[src/rtl/csd_pkg.sv]
package csd_pkg;

    typedef enum logic [1:0] {
        CLS_PRIM = 2'd0,
        CLS_ATTR = 2'd1,
        CLS_SYNC = 2'd2,
        CLS_NOP  = 2'd3
    } cmd_cls_e;

    localparam int OP_W   = 4;
    localparam int N_SYNC = 3;

    typedef logic [1:0] sync_kind_t;

    function automatic cmd_cls_e op_class(input logic [OP_W-1:0] op);
        cmd_cls_e c;
        if (!op[3])                c = CLS_PRIM;
        else if (op[3:2] == 2'b10) c = CLS_ATTR;
        else if (op == 4'hF)       c = CLS_NOP;
        else                       c = CLS_SYNC;
        return c;
    endfunction

    function automatic sync_kind_t op_kind(input logic [OP_W-1:0] op);
        return sync_kind_t'(op[1:0]);
    endfunction

endpackage

[src/rtl/csd_cmd_decode.sv]
module csd_cmd_decode
    import csd_pkg::*;
#(
    parameter int DW = 32
) (
    input  logic [DW-1:0] head_i,
    output cmd_cls_e      cls_o,
    output sync_kind_t    kind_o
);
    localparam int OP_LSB = DW - OP_W;

    logic [OP_W-1:0] op;

    always_comb begin
        op     = head_i[OP_LSB +: OP_W];
        cls_o  = op_class(op);
        kind_o = op_kind(op);
    end

endmodule

[src/rtl/csd_sync_track.sv]
module csd_sync_track
    import csd_pkg::*;
(
    input  logic              clk,
    input  logic              rst_n,
    input  logic              take_sync_i,
    input  sync_kind_t        take_kind_i,
    input  logic [N_SYNC-1:0] release_i,
    output logic              pend_o,
    output sync_kind_t        kind_o
);
    typedef struct packed {
        logic       pend;
        sync_kind_t kind;
    } sync_st_t;

    sync_st_t st_d, st_q;
    logic     rel_hit;

    always_comb begin
        st_d    = st_q;
        rel_hit = 1'b0;
        for (int k = 0; k < N_SYNC; k++) begin
            if (st_q.kind == sync_kind_t'(k) && release_i[k]) rel_hit = 1'b1;
        end
        if (st_q.pend) begin
            if (rel_hit) st_d.pend = 1'b0;
        end else if (take_sync_i) begin
            st_d.pend = 1'b1;
            st_d.kind = take_kind_i;
        end
    end

    always_ff @(posedge clk) begin
        if (!rst_n) st_q <= '0;
        else        st_q <= st_d;
    end

    assign pend_o = st_q.pend;
    assign kind_o = st_q.kind;

    // Entry: pending with the dispatched kind one cycle after the take.
    assert_sync_entry_R8: assert property (@(posedge clk) disable iff (!rst_n)
        take_sync_i |=> (pend_o && kind_o == $past(take_kind_i)));

    // A take must never arrive while a stall is already in force.
    assert_no_take_while_pend_R11: assert property (@(posedge clk) disable iff (!rst_n)
        take_sync_i |-> !pend_o);

    // The matching release ends the stall in exactly one cycle.
    assert_sync_exit_R9: assert property (@(posedge clk) disable iff (!rst_n)
        (pend_o && release_i[kind_o]) |=> !pend_o);

    // A release of another kind keeps the stall.
    assert_wrong_release_R10: assert property (@(posedge clk) disable iff (!rst_n)
        (pend_o && !release_i[kind_o]) |=> (pend_o && $stable(kind_o)));

endmodule

[src/rtl/csd_dispatch.sv]
module csd_dispatch
    import csd_pkg::*;
#(
    parameter int DW         = 32,
    parameter int AW         = 4,
    parameter int PRIM_WORDS = 4
) (
    input  logic          clk,
    input  logic          rst_n,
    input  logic [DW-1:0] head_i,
    input  logic          empty_i,
    input  logic [AW:0]   count_i,
    input  cmd_cls_e      cls_i,
    input  logic          sync_pend_i,
    output logic          take_sync_o,
    output logic [AW-1:0] rd_addr_o,
    output logic [(PRIM_WORDS > 2 ? $clog2(PRIM_WORDS) : 1)-1:0] shf_o,
    output logic          start_o,
    output logic          attr_o,
    output logic [DW-1:0] word_o
);
    localparam int            SW       = (PRIM_WORDS > 2) ? $clog2(PRIM_WORDS) : 1;
    localparam logic [SW-1:0] SHF_LAST = SW'(PRIM_WORDS - 1);
    localparam logic [SW-1:0] SHF_ONE  = SW'(1);
    localparam logic [AW-1:0] RD_STEP  = AW'(PRIM_WORDS);
    localparam logic [AW:0]   NEED_OCC = (AW+1)'(PRIM_WORDS);

    typedef struct packed {
        logic [AW-1:0] rd;
        logic [SW-1:0] shf;
        logic          start;
        logic          attr;
        logic [DW-1:0] word;
    } disp_st_t;

    disp_st_t st_d, st_q;
    logic     idle, has_head, go_prim, go_one;

    always_comb begin
        idle        = !sync_pend_i && (st_q.shf == '0);
        has_head    = idle && !empty_i;
        go_prim     = has_head && (cls_i == CLS_PRIM) && (count_i >= NEED_OCC);
        go_one      = has_head && (cls_i != CLS_PRIM);
        take_sync_o = go_one && (cls_i == CLS_SYNC);

        st_d       = st_q;
        st_d.start = go_prim;
        st_d.attr  = go_one && (cls_i == CLS_ATTR);

        if (!sync_pend_i) begin
            if (st_q.shf != '0) begin
                if (st_q.shf == SHF_LAST) begin
                    st_d.shf = '0;
                    st_d.rd  = st_q.rd + RD_STEP;
                end else begin
                    st_d.shf = st_q.shf + SHF_ONE;
                end
            end else if (go_prim) begin
                st_d.shf = SHF_ONE;
            end
        end

        if (go_one) st_d.rd = st_q.rd + AW'(1);
        if (go_prim || go_one) st_d.word = head_i;
    end

    always_ff @(posedge clk) begin
        if (!rst_n) st_q <= '0;
        else        st_q <= st_d;
    end

    assign rd_addr_o = st_q.rd;
    assign shf_o     = st_q.shf;
    assign start_o   = st_q.start;
    assign attr_o    = st_q.attr;
    assign word_o    = st_q.word;

    // Start is a single-cycle pulse.
    assert_start_pulse_R3: assert property (@(posedge clk) disable iff (!rst_n)
        start_o |=> !start_o);

    // Start coincides with the first step of the shuffle walk.
    assert_start_aligned_R5: assert property (@(posedge clk) disable iff (!rst_n)
        start_o |-> (shf_o == SHF_ONE));

    // Shuffle state stays inside the primitive.
    assert_shf_bound_R5: assert property (@(posedge clk) disable iff (!rst_n)
        shf_o <= SHF_LAST);

    // A short primitive never launches.
    assert_short_prim_R4: assert property (@(posedge clk) disable iff (!rst_n)
        (idle && !empty_i && cls_i == CLS_PRIM && count_i < NEED_OCC) |=> !start_o);

    // Stall holds pointer and shuffle state and blocks the strobes.
    assert_stall_hold_R11: assert property (@(posedge clk) disable iff (!rst_n)
        sync_pend_i |=> ($stable(rd_addr_o) && $stable(shf_o) && !start_o && !attr_o));

    // Attribute strobe never overlaps a stall.
    assert_attr_no_sync_R6: assert property (@(posedge clk) disable iff (!rst_n)
        attr_o |-> !sync_pend_i);

endmodule

[src/rtl/csd_sync_dispatch.sv]
module csd_sync_dispatch
    import csd_pkg::*;
#(
    parameter int DW         = 32,
    parameter int AW         = 4,
    parameter int PRIM_WORDS = 4,
    localparam int SW        = (PRIM_WORDS > 2) ? $clog2(PRIM_WORDS) : 1
) (
    input  logic          clk,
    input  logic          rst_n,
    input  logic [DW-1:0] fifo_word,
    input  logic          fifo_empty,
    input  logic [AW:0]   fifo_count,
    input  logic [2:0]    sync_release,
    output logic [AW-1:0] rd_addr,
    output logic [SW-1:0] shf_state,
    output logic          prim_start,
    output logic          attr_valid,
    output logic          sync_pending,
    output logic [1:0]    sync_kind,
    output logic [DW-1:0] cmd_word
);
    cmd_cls_e   head_cls;
    sync_kind_t head_kind;
    sync_kind_t pend_kind;
    logic       take_sync;

    csd_cmd_decode #(.DW(DW)) u_decode (
        .head_i (fifo_word),
        .cls_o  (head_cls),
        .kind_o (head_kind)
    );

    csd_sync_track u_sync (
        .clk         (clk),
        .rst_n       (rst_n),
        .take_sync_i (take_sync),
        .take_kind_i (head_kind),
        .release_i   (sync_release),
        .pend_o      (sync_pending),
        .kind_o      (pend_kind)
    );

    csd_dispatch #(.DW(DW), .AW(AW), .PRIM_WORDS(PRIM_WORDS)) u_disp (
        .clk         (clk),
        .rst_n       (rst_n),
        .head_i      (fifo_word),
        .empty_i     (fifo_empty),
        .count_i     (fifo_count),
        .cls_i       (head_cls),
        .sync_pend_i (sync_pending),
        .take_sync_o (take_sync),
        .rd_addr_o   (rd_addr),
        .shf_o       (shf_state),
        .start_o     (prim_start),
        .attr_o      (attr_valid),
        .word_o      (cmd_word)
    );

    assign sync_kind = pend_kind;

endmodule

[config.mk]
export PLATFORM = sky130hd
export DESIGN_NAME = csd_sync_dispatch
export DESIGN_NICKNAME = d
export VERILOG_FILES = /design/src/rtl/csd_pkg.sv /design/src/rtl/csd_cmd_decode.sv /design/src/rtl/csd_sync_track.sv /design/src/rtl/csd_dispatch.sv /design/src/rtl/csd_sync_dispatch.sv
export SDC_FILE = /design/constraint.sdc
export NUM_CORES = 1
export LEC_CHECK = 0
export BUFFER_PORTS_ARGS = -buffer_cell sky130_fd_sc_hd__buf_4
export CAP_MARGIN = 40
export CELL_PAD_IN_SITES_DETAIL_PLACEMENT = 1
export CELL_PAD_IN_SITES_GLOBAL_PLACEMENT = 1
export CORE_UTILIZATION = 29
export CTS_CLUSTER_DIAMETER = 120
export DETAILED_ROUTE_END_ITERATION = 8
export PLACE_DENSITY = 0.72
export SYNTH_ARGS = -nofsm -noshare
export SYNTH_HDL_FRONTEND = slang
export SYNTH_SLANG_ARGS = --single-unit
[constraint.sdc]
create_clock -name clk -period 1.9 [get_ports clk]
set_clock_uncertainty 0.2 [all_clocks]
set_input_delay 0.475 -clock clk [delete_from_list [all_inputs] [get_ports clk]]
set_output_delay 0.475 -clock clk [all_outputs]
set_load 0.01 [all_outputs]
After elaboration in Yosys (flattened, before gate mapping)
Cells that the tools add are included.

Flip-flop bits (word level): 43. Input bits: 43. Output and inout bits: 43. Logic and storage cells: 60.

Add/sub/neg operators: 3. Order comparisons: 1. Equal/unequal tests: 8. Multiplexer cells: 16. Bitwise logic cells: 1. Reduce and logical (&&, ||, !) cells: 24.

Operators by type and width (count): two-way mux 4 bit (3); logical AND 1 bit (10); two-way mux 2 bit (5); nonzero test 2 bit (5); equality test 2 bit (second input constant) (4); zero test 2 bit (3); two-way mux 1 bit (6); two-way mux 6 bit (1); >= comparator 5 x 3 -> 1 bit (second input constant) (1); adder 4 x 1 -> 4 bit (second input constant) (1); adder 4 x 3 -> 4 bit (second input constant) (1); equality test 2 x 1 -> 1 bit (second input constant) (2); equality test 4 bit (second input constant) (1); AND reduction 2 bit (2); two-way mux 3 bit (1); AND reduction 3 bit (1); adder 2 x 1 -> 2 bit (second input constant) (1); zero test 1 bit (2); inequality test 2 x 1 -> 1 bit (second input constant) (1); logical OR 1 bit (1); inverter 1 bit (1).

Depth between registers and ports, before layout
Gate-level depths: netlist (run 1).

Depth in word-level cells: 11. Mapped depth: 8. Depth with buffers taken out: 6.

Hierarchy
From an unflattened synthesis (run 1), not the netlist that was laid out.

Cells, all modules: 172. Area, all modules: 1875.5 um^2.

Modules (own cells, without submodules): csd_dispatch (times used 1, cells an instance 154, area each 1699.1 um^2, sequential area each 800.8 um^2); csd_sync_track (times used 1, cells an instance 13, area each 143.9 um^2, sequential area each 60.1 um^2); csd_cmd_decode (times used 1, cells an instance 5, area each 32.5 um^2, sequential area each 0.0 um^2).

Worst setup path before layout (run 1)
No wires, ideal clock.

Path type: register to register. From: register u_disp.st_q (netlist bit u_disp.shf_o[0]). To: register u_disp.st_q (netlist bit u_disp.rd_addr_o[3]). Setup time: 0.119 ns. Arrival time: 1.659 ns. Required time: 1.581 ns. Slack: -0.077 ns. Stages on the path, launching flop included: 8. Path buffers: 1. Clock period less this slack: 1.977 ns. Path through: dfxtp_1 -> inv_1 -> ha_1 -> and4bb_1 -> buf_6 -> a21oi_2 -> and3b_1 -> o221a_2.

Word-level cells in the longest chain between the ends: 6. Elaborated cells between the ends (all ways): 11. Classes of those cells: eq/ne (2); mux (1); reduce/logical (8).

Ends and longest elaborated chain: from (decl) (line csd_dispatch.sv:36) `disp_st_t st_d, st_q;`; from (signal assigned) (line csd_dispatch.sv:69) `else st_q <= st_d;`; zero test 2 bit (line csd_dispatch.sv:40) `idle = !sync_pend_i && (st_q.shf == '0);`; logical AND 1 bit (line csd_dispatch.sv:40); logical AND 1 bit (line csd_dispatch.sv:41) `has_head = idle && !empty_i;`; logical AND 1 bit (line csd_dispatch.sv:43) `go_one = has_head && (cls_i != CLS_PRIM);`; inequality test 2 x 1 -> 1 bit (no source line) or nonzero test 2 bit (tied branches); AND reduction 3 bit (no source line).

Several ways; a longest one is shown, not always the timed one. A chain may end at the register's enable or synchronous reset.

Worst setup path after layout (run 1)
From: register u_disp.st_q (netlist bit u_disp.shf_o[0]). To: register u_disp.st_q (netlist bit u_disp.word_o[19]).

Word-level cells in the longest chain between the ends: 6. Elaborated cells between the ends (all ways): 7. Classes of those cells: reduce/logical (7).

Ends and longest elaborated chain: zero test 2 bit (*) (line csd_dispatch.sv:40); logical AND 1 bit (*) (line csd_dispatch.sv:40); logical AND 1 bit (*) (line csd_dispatch.sv:41); logical AND 1 bit (2 in a row) (line csd_dispatch.sv:42) `go_prim = has_head && (cls_i == CLS_PRIM) && (count_i >= NEED_OCC);`; logical OR 1 bit (*) (line csd_dispatch.sv:64) `if (go_prim || go_one) st_d.word = head_i;`.

Mark *: on every way between the ends. The rest lies on a longest branch, timed or not.

==> metrics.md, run 1 <==
| Metric | Value |
|---|---|
| Outcome | finished, final reports clean |
| Largest net degree at the start of global routing | 34 |
| Clk root buf | clkbuf_8 |
| Achievable Freq | between 500 and 600 MHz |
| Prevailing post-synth register cell | dfxtp_1 |
| Crit path launch | u_disp.shf_o[0] |
| Register area share after synthesis | 0.491 |
| Total Power | 3.13 mW |
| Number of global-route vias before repair | around 1800 |
| Reg power frac | 0.384 |
| Antenna Violating Nets Remaining | 0 |
| # setup viols final | 0 |
| CTS sink count | 43 |
| Synthesized Nets | 250 |
| Commonest non-fill, non-tap cells in the layout | 92 x buf_4, 42 x dfxtp_1, 37 x nand2_1 |
| Synth Register Bits | 43 |
| DR vias | around 1800 |
| Top Ports | 86 |
| H-tree levels | 2 |
| Area Overhead vs Synth | 53.9% |
| Detailed Routing Iterations Pass 1 | 4 |
| Launching element type of the critical path | flip-flop |
| Die area | approximately 6400 µm² |
| Minimum clock period | 1.78 ns |
| Die height | 79.8 µm |
| Final slew viol count | 0 |
| Design Area, Final | 2700 µm² |
| Total gr overflow | 0 |
| Reg2Reg Depth | 7 |
| CP max FO | 9 |
| Hold path depth | 2 |
| Number of distinct library cells after synthesis | 36 |
| Core area | 5680 µm² |
| Later-pin clock latency in the skew report | just under 0.3 ns |
| Global-route wire length before repair | 7.76 mm |
| Cells after DPL | 354 |
| DRT iter0 DRCs | 48 |
| Post-DP Area | around 2500 µm² |
| Initial Util | 0.309 |
| Fin nets | 341 |
| Max-cap violation count | 0 |
| Clk pwr share | 0.169 |
| Setup TNS | 0 ns |
| Tightest Hold Check Type | primary input to flip-flop |
| Placer Congestion | 0.739 |
| Logic gate share of total power | 0.447 |
| CP arrival | 1.75 ns |
| Required time of the critical path | 1.87 ns |
| Hpwl dp | 3.54 mm |
| Worst R2R End | u_disp.word_o[19] |
| Sw power | 1.05 mW |
| # DRC | 0 |
| Routed Wire Length | 5.04 mm |
| Syn_area_per_cell | 8.64 µm² |
| CTS Buf Count | 5 |
| Clock Tree Buf Depth | 2 |
| Ys async rst share | 0 |
| Final hold violations | 0 |
| Peak supply drop | roughly 0.48 mV |
| Fillcell total | approximately 700 |
| Most common cell after layout, fill and taps aside | buf_4 |
| PD cells | 1160 nW/µm² |
| Fraction of layout cells with a size suffix above 1 | 0.392 |
| Element type at the critical path end | flip-flop |
| Reg clk slew, reported paths | 0.07 ns |
| Setup Crit Path Kind | flip-flop to flip-flop |
| Worst-margin pin slew | approximately 0.27 ns |
| RSZ-0062 raised after global routing | no |
| Routed len/inst | 13.8 µm |
| Row count | 27 |
| Cell accounting for the most synthesized area | dfxtp_1 |
| Layout Cells excl Fill | 365 |
| CTS tree | yes |
| Internal power | 2.09 mW |
| Diode count | 0 |
| Die boundary width | 79.8 µm |
| Reg2reg setup slack | 0.12 ns |
| Synth area leaders | dfxtp_1 49%, nand3_1 9.4%, o21ai_0 8.3%, nand2_1 7.9%, ha_1 2.9% |
| YS warnings | 0 |
| Mapped Area | 1750 µm² |
| Vias per cell | 4.80 |
| Slew HR | 0.818 |
| Antenna violations before repair | 0 |
| Area share of the largest cell type after synthesis | 0.491 |
| EDFF count, synth | 0 |
| Hold path start | fifo_word[31] |
| Syn Inst Count | 203 |
| Hold path endpoint | u_disp.start_o |
| IO Port Bufs | slightly above 80 |
| Leak Pwr | 1.21 nW |
| Overall Global Routing Usage | 0.158 |
| FF-to-FF Start | u_disp.shf_o[0] |
| Switching part of the total | 0.334 |
| Final period utilization | 0.937 |
[worst max path at each step]
stage | slack [ns] | end
final | 0.12 | u_disp.word_o[19]
after global placement | -0.02 | u_disp.word_o[2]
after global routing | 0.03 | u_disp.word_o[21]
after CTS | 0.003 | u_disp.word_o[15]
after detailed placement | -0.06 | u_disp.word_o[15]
after floorplan | 0.002 | u_disp.rd_addr_o[3]
[flip-flops by register name, indices dropped and copies added (netlist names)]
| signal | flops |
|---|---|
| u_disp.attr_o | 1 |
| u_disp.word_o | 32 |
| u_disp.shf_o | 2 |
| u_disp.rd_addr_o | 4 |
| u_sync.pend_o | 1 |
| u_disp.start_o | 1 |
| u_sync.kind_o | 2 |
[power groups by stage]
stage                     Clock [mW]  Sequential (mW)  Combinational, mW
after floorplan                    0             1.29              0.510
after global placement             0             1.21               1.10
after detailed placement           0             1.22               1.13
after CTS                      0.557             1.20               1.27
after global routing           0.601             1.23               1.53
final                          0.530             1.20               1.40
[layer usage]
| metal | part of all wire | vias to the layer above | global-route usage |
|---|---|---|---|
| met5 | 0 | - | 0 |
| met4 | 0.015 | 0 | 0.0643 |
| met3 | 0.073 | 7 | 0.0526 |
| met2 | 0.50 | 53 | 0.276 |
| met1 | 0.41 | 811 | 0.173 |
| li1 | - | 882 | - |
[cell families (layout without fill, tap and decap cells)]
kind of cell,count (synthesis),count (layout),share of synthesized area
flops,43,43,0.491
fa+ha+maj,4,4,0.0285
simple gates,87,87,0.238
mux,1,1,0.00571
buf+inv,18,108,0.0599
xor+xnor,1,1,0.00499
compound gates,49,49,0.173
[synthesized netlist by cell type, types with 2 or more instances]
cell / number
clkbuf_2: 3
nand2_1: 37
nor2_1: 6
ha_1: 4
clkbuf_1: 7
nand3_1: 33
buf_6: 4
nor3b_1: 2
o21ai_1: 5
o21ai_0: 29
o221a_2: 3
dfxtp_1: 43
a21oi_1: 3
inv_1: 2
[critical path: stages (launching register included)]
cell       delay (ns)
dfxtp_4          0.37
inv_2            0.06
ha_4             0.17
and4bb_4         0.23
a31oi_4          0.22
buf_12           0.16
clkbuf_16        0.15
o21ai_0          0.09
[metrics by stage]
stage                     setup WS [ns]   util  hold WS (ns)
final                             0.120  0.476         0.168
after global routing             0.0302  0.476         0.160
after CTS                       0.00280  0.463         0.156
after detailed placement        -0.0631  0.441         0.254
after global placement          -0.0236  0.441         0.245
after floorplan                 0.00250      -         0.281
[area by class of cell]
type	count	area, µm²	share of cell area
Clock buffer	6	72.6	0.0269
Timing Repair Buffer	100	860	0.318
Multi-Input combinational cell	142	805	0.298
Tap cell	72	90.1	0.0334
Inverter	2	7.51	0.00278
Sequential cell	43	865	0.320
[what timing repair did]
| item | CTS | global route |
|---|---|---|
| cloned | 1 | 2 |
| buffers inserted | 2 | 0 |
| hold buffers | 0 | 0 |
| endpoints found under the setup margin | 3 | 33 |
| resized for setup | 2 | 6 |
Power figures use the tool's default switching activity.
==> inputs of run 2 (changes only) <==
Settings changed: ABC_AREA set to 1, CORE_UTILIZATION 29 to 34, PLACE_DENSITY 0.72 to 0.75.
Clock period 1.9 ns to 1.7 ns, I/O delays scaled along.
==> run 2 against run 1 <==
  * Non-clock buffer count unchanged
  * Register-to-register slack got worse by 0.04 ns
  * Critical path depth increased by 2
  * Critical path type unchanged
  * Final cell count increased by 7.4%
  * Maximum frequency increased by 10%
  * Largest cell class is now multi-input combinational cells
  * Clock power increased by 55%
  * Core utilization increased by 3.5 points
  * Worst hold slack got worse by 0.045 ns
  * Clock-buffer cell count decreased by 1
  * Setup slack got worse by 0.037 ns
  * First-iteration DRC count decreased by 15%
==> metrics.md, run 2 <==
| Metric | Value |
|---|---|
| Largest net degree at the start of global routing | 31 (-8.8%) |
| CTS tree | yes |
| Commonest non-fill, non-tap cells in the layout | 94 x buf_4, 43 x nand2_1, 42 x dfxtp_1 |
| Hpwl dp | 3.82 mm (+7.8%) |
| Sw power | 1.42 mW (+35%) |
| Antenna violations before repair | 0 (unchanged) |
| Achievable Freq | 618 MHz (+10%) |
| Syn Inst Count | 223 (+9.9%) |
| Setup TNS | 0 ns (unchanged) |
| Multi-input gate area | 1050 µm² (+30%) |
| Logic gate share of total power | 0.440 (-0.007) |
| Mapped Area | 2070 µm² (+18%) |
| Crit path launch | u_disp.shf_o[0] |
| Outcome | finished, final reports clean |
| Top cells by count, synth | 43 x dfxtp_1, 43 x nand2_1, 26 x a21oi_2, 26 x nand3_2, 14 x nand3_1 |
| Initial Util | 0.351 (+0.0421) |
| Area Overhead vs Synth | 45.3% |
| Core area | 5890 µm² (+3.7%) |
| Syn_area_per_cell | 9.27 µm² (+7.3%) |
| Fillcell total | 712 (+3.6%) |
| Total gr overflow | 0 (unchanged) |
| Hold path depth | 2 (unchanged) |
| Final period utilization | 0.951 (+0.0146) |
| Die area | 6400 µm² (+0.49%) |
| PD cells | 1310 nW/µm² (+13%) |
| CP arrival | 1.65 ns (-0.10 ns) |
| Reg2Reg Depth | 9 (+2) |
| Internal power | 2.53 mW (+21%) |
| Synthesized Nets | 270 (+8.0%) |
| # DRC | 0 (unchanged) |
| Worst hold slack | 0.122 ns (-0.0451 ns) |
| Clock Tree Buf Depth | 2 (unchanged) |
| Max-cap violation count | 0 (unchanged) |
| Switching part of the total | 0.359 (+0.0251) |
| Util after Layout | 0.510 (+0.0349) |
| Routed Wire Length | 5.47 mm (+8.5%) |
| Post-DP Area | 2800 µm² (+12%) |
| CP max FO | 9 (unchanged) |
| Final slew viol count | 0 (unchanged) |
| DRT iter0 DRCs | 41 (-15%) |
| Design Area, Final | 3000 µm² (+11%) |
| H-tree levels | 2 (unchanged) |
| Minimum clock period | 1.62 ns (-0.163 ns) |
| YS warnings | 0 (unchanged) |
| Synth Register Bits | 43 (unchanged) |
| Clk pwr share | 0.208 (+0.039) |
| Fin nets | 363 (+6.5%) |
| Leak Pwr | 1.31 nW (+8.2%) |
| Required time of the critical path | 1.73 ns (-0.14 ns) |
| Reg clk slew, reported paths | 0.09 ns (+0.02 ns) |
| FF-to-FF Start | u_disp.shf_o[0] |
| Die boundary width | 80.0 µm (+0.24%) |
| Ys async rst share | 0 (unchanged) |
| Overall Global Routing Usage | 0.170 (+0.0127) |
| Seq. cell area | 862 µm² (-0.29%) |
| Register area share after synthesis | 0.416 (-0.0743) |
| Fraction of layout cells with a size suffix above 1 | 0.539 (+0.147) |
| Most common cell after layout, fill and taps aside | buf_4 |
| Vias per cell | 4.72 (-1.7%) |
| Slew HR | 0.719 (-0.0985) |
| Ordered cell list for the critical path | inv_2, ha_4, nand2_4, nor2_8, nand2_8, nand2_8, clkbuf_16, nand2_1, a21oi_2 |
| Row count | 28 (+3.7%) |
| Die height | 80.0 µm (+0.24%) |
| CTS sink count | 43 (unchanged) |
| Reg power frac | 0.353 (-0.031) |
| Detailed Routing Iterations Pass 1 | 4 (unchanged) |
| Top Ports | 86 (unchanged) |
| Later-pin clock latency in the skew report | 0.30 ns (about the same) |
| Synth area leaders | dfxtp_1 42%, nand3_2 13%, a21oi_2 11%, nand2_1 7.8%, nand3_1 3.4% |
| Number of distinct library cells after synthesis | 26 (-28%) |
| Setup Crit Path Kind | flip-flop to flip-flop |
| DR vias | 1851 (+5.6%) |
| CP peak stage delay | 0.33 ns (-0.04 ns) |
| Prevailing post-synth register cell | dfxtp_1 |
| Final hold violations | 0 (unchanged) |
| Tightest Hold Check Type | primary input to flip-flop |
| Max reg flops | 32 (unchanged) |
| Clk root buf | clkbuf_8 |
| Peak supply drop | 0.577 mV (+20%) |
| Routed len/inst | 14.0 µm (+1.0%) |
| # setup viols final | 0 (unchanged) |
| Diode count | 0 (unchanged) |
| Number of global-route vias before repair | 1785 (+0.51%) |
| Antenna Violating Nets Remaining | 0 (unchanged) |
| Cell accounting for the most synthesized area | dfxtp_1 |
| Element type at the critical path end | flip-flop |
| IO Port Bufs | 83 (unchanged) |
| CTS Buf Count | 5 (unchanged) |
| CP dominant cell by count | nand2_8 |
| Area share of the largest cell type after synthesis | 0.416 (-0.0743) |
| Worst-margin pin slew | 0.419 ns (+0.148 ns) |
| Launching element type of the critical path | flip-flop |
| Placer Congestion | 0.720 (-2.6%) |
| Crit-path slowest cell | dfxtp_2 |
| EDFF count, synth | 0 (unchanged) |
| Global-route wire length before repair | 8.42 mm (+8.5%) |
| Hold path start | fifo_word[30] |
## run 2: cell count changes in the layout (fill, tap and decap cells not counted), moves of 3 or more
cell     change
nor2_1       +3
o221a_2      -3
nand2_1      +6
o21ai_0     -25
nand3_1     -19
a21oi_1      +9
inv_1        +9
o21ai_1      -5
xor2_1       +4
nand3_2     +26
a21oi_2     +25
## run 2: final timing paths
path	end	slack, ns
setup / recovery	u_disp.word_o[9]	0.08
setup reg to reg	u_disp.word_o[9]	0.08
hold reg to reg	u_disp.word_o[31]	0.27
hold / removal	u_disp.attr_o	0.12
## run 2: logic make-up after synthesis
| family | Yosys count | synth area share |
|---|---|---|
| buffers and inverters | 28 | 0.0902 |
| flip-flops | 43 | 0.416 |
| AO/OA/AOI/OAI | 44 | 0.156 |
| XOR/XNOR | 4 | 0.0169 |
| AND/OR/NAND/NOR | 100 | 0.296 |
| adder cells (fa/ha/maj) | 4 | 0.0242 |
## run 2: worst max-delay path: cells and delay by family, from the launching register on
family | cells | cell delay, ns
buf+inv | 2 | 0.23
fa+ha+maj | 1 | 0.14
simple gates | 5 | 0.54
flops | 1 | 0.33
compound gates | 1 | 0.11
## run 2: layer usage
metal | routed length (µm) | GRT usage | vias to the layer above | share of wire
li1 | - | - | 925 | -
met1 | 2540 | 0.214 | 866 | 0.46
met2 | 2570 | 0.285 | 53 | 0.47
met3 | 281 | 0.0400 | 7 | 0.051
met4 | 74 | 0.0536 | 0 | 0.014
met5 | 0 | 0 | - | 0
## run 2: layout make-up
cell class                 count  area share
clock inverter                 3      0.0146
tap                           75      0.0312
inverter                      14      0.0175
multi-input combinational    152       0.349
sequential                    43       0.287
clock buffer                   5      0.0229
timing repair buffer         100       0.277
## run 2: per-stage QoR
stage | power, mW | setup WS, ns | cells
3_3_place_gp | 2.96 | 0.0135 | 380
5_1_grt | 4.21 | -0.0182 | 392
6_report | 3.95 | 0.0826 | 392
4_1_cts | 3.85 | 0.000838 | 388
2_1_floorplan | 2.36 | 0.00781 | 223
3_5_place_dp | 3.01 | -0.0299 | 380
## run 2: timing repair
| action | CTS | global route |
|---|---|---|
| buffers inserted | 0 | 3 |
| gates resized for setup | 2 | 10 |
| endpoints found under the setup margin | 15 | 31 |
| cloned | 0 | 1 |
| hold buffers | 0 | 0 |
| pin swaps | 0 | 4 |
## run 2: power groups by stage
stage / Sequential [mW] / Clock [mW] / Combinational, mW
global placement: 1.40 / 0 / 1.56
CTS: 1.39 / 0.839 / 1.62
global route: 1.42 / 0.896 / 1.89
detailed placement: 1.41 / 0 / 1.59
finish: 1.39 / 0.820 / 1.74
floorplan: 1.50 / 0 / 0.859
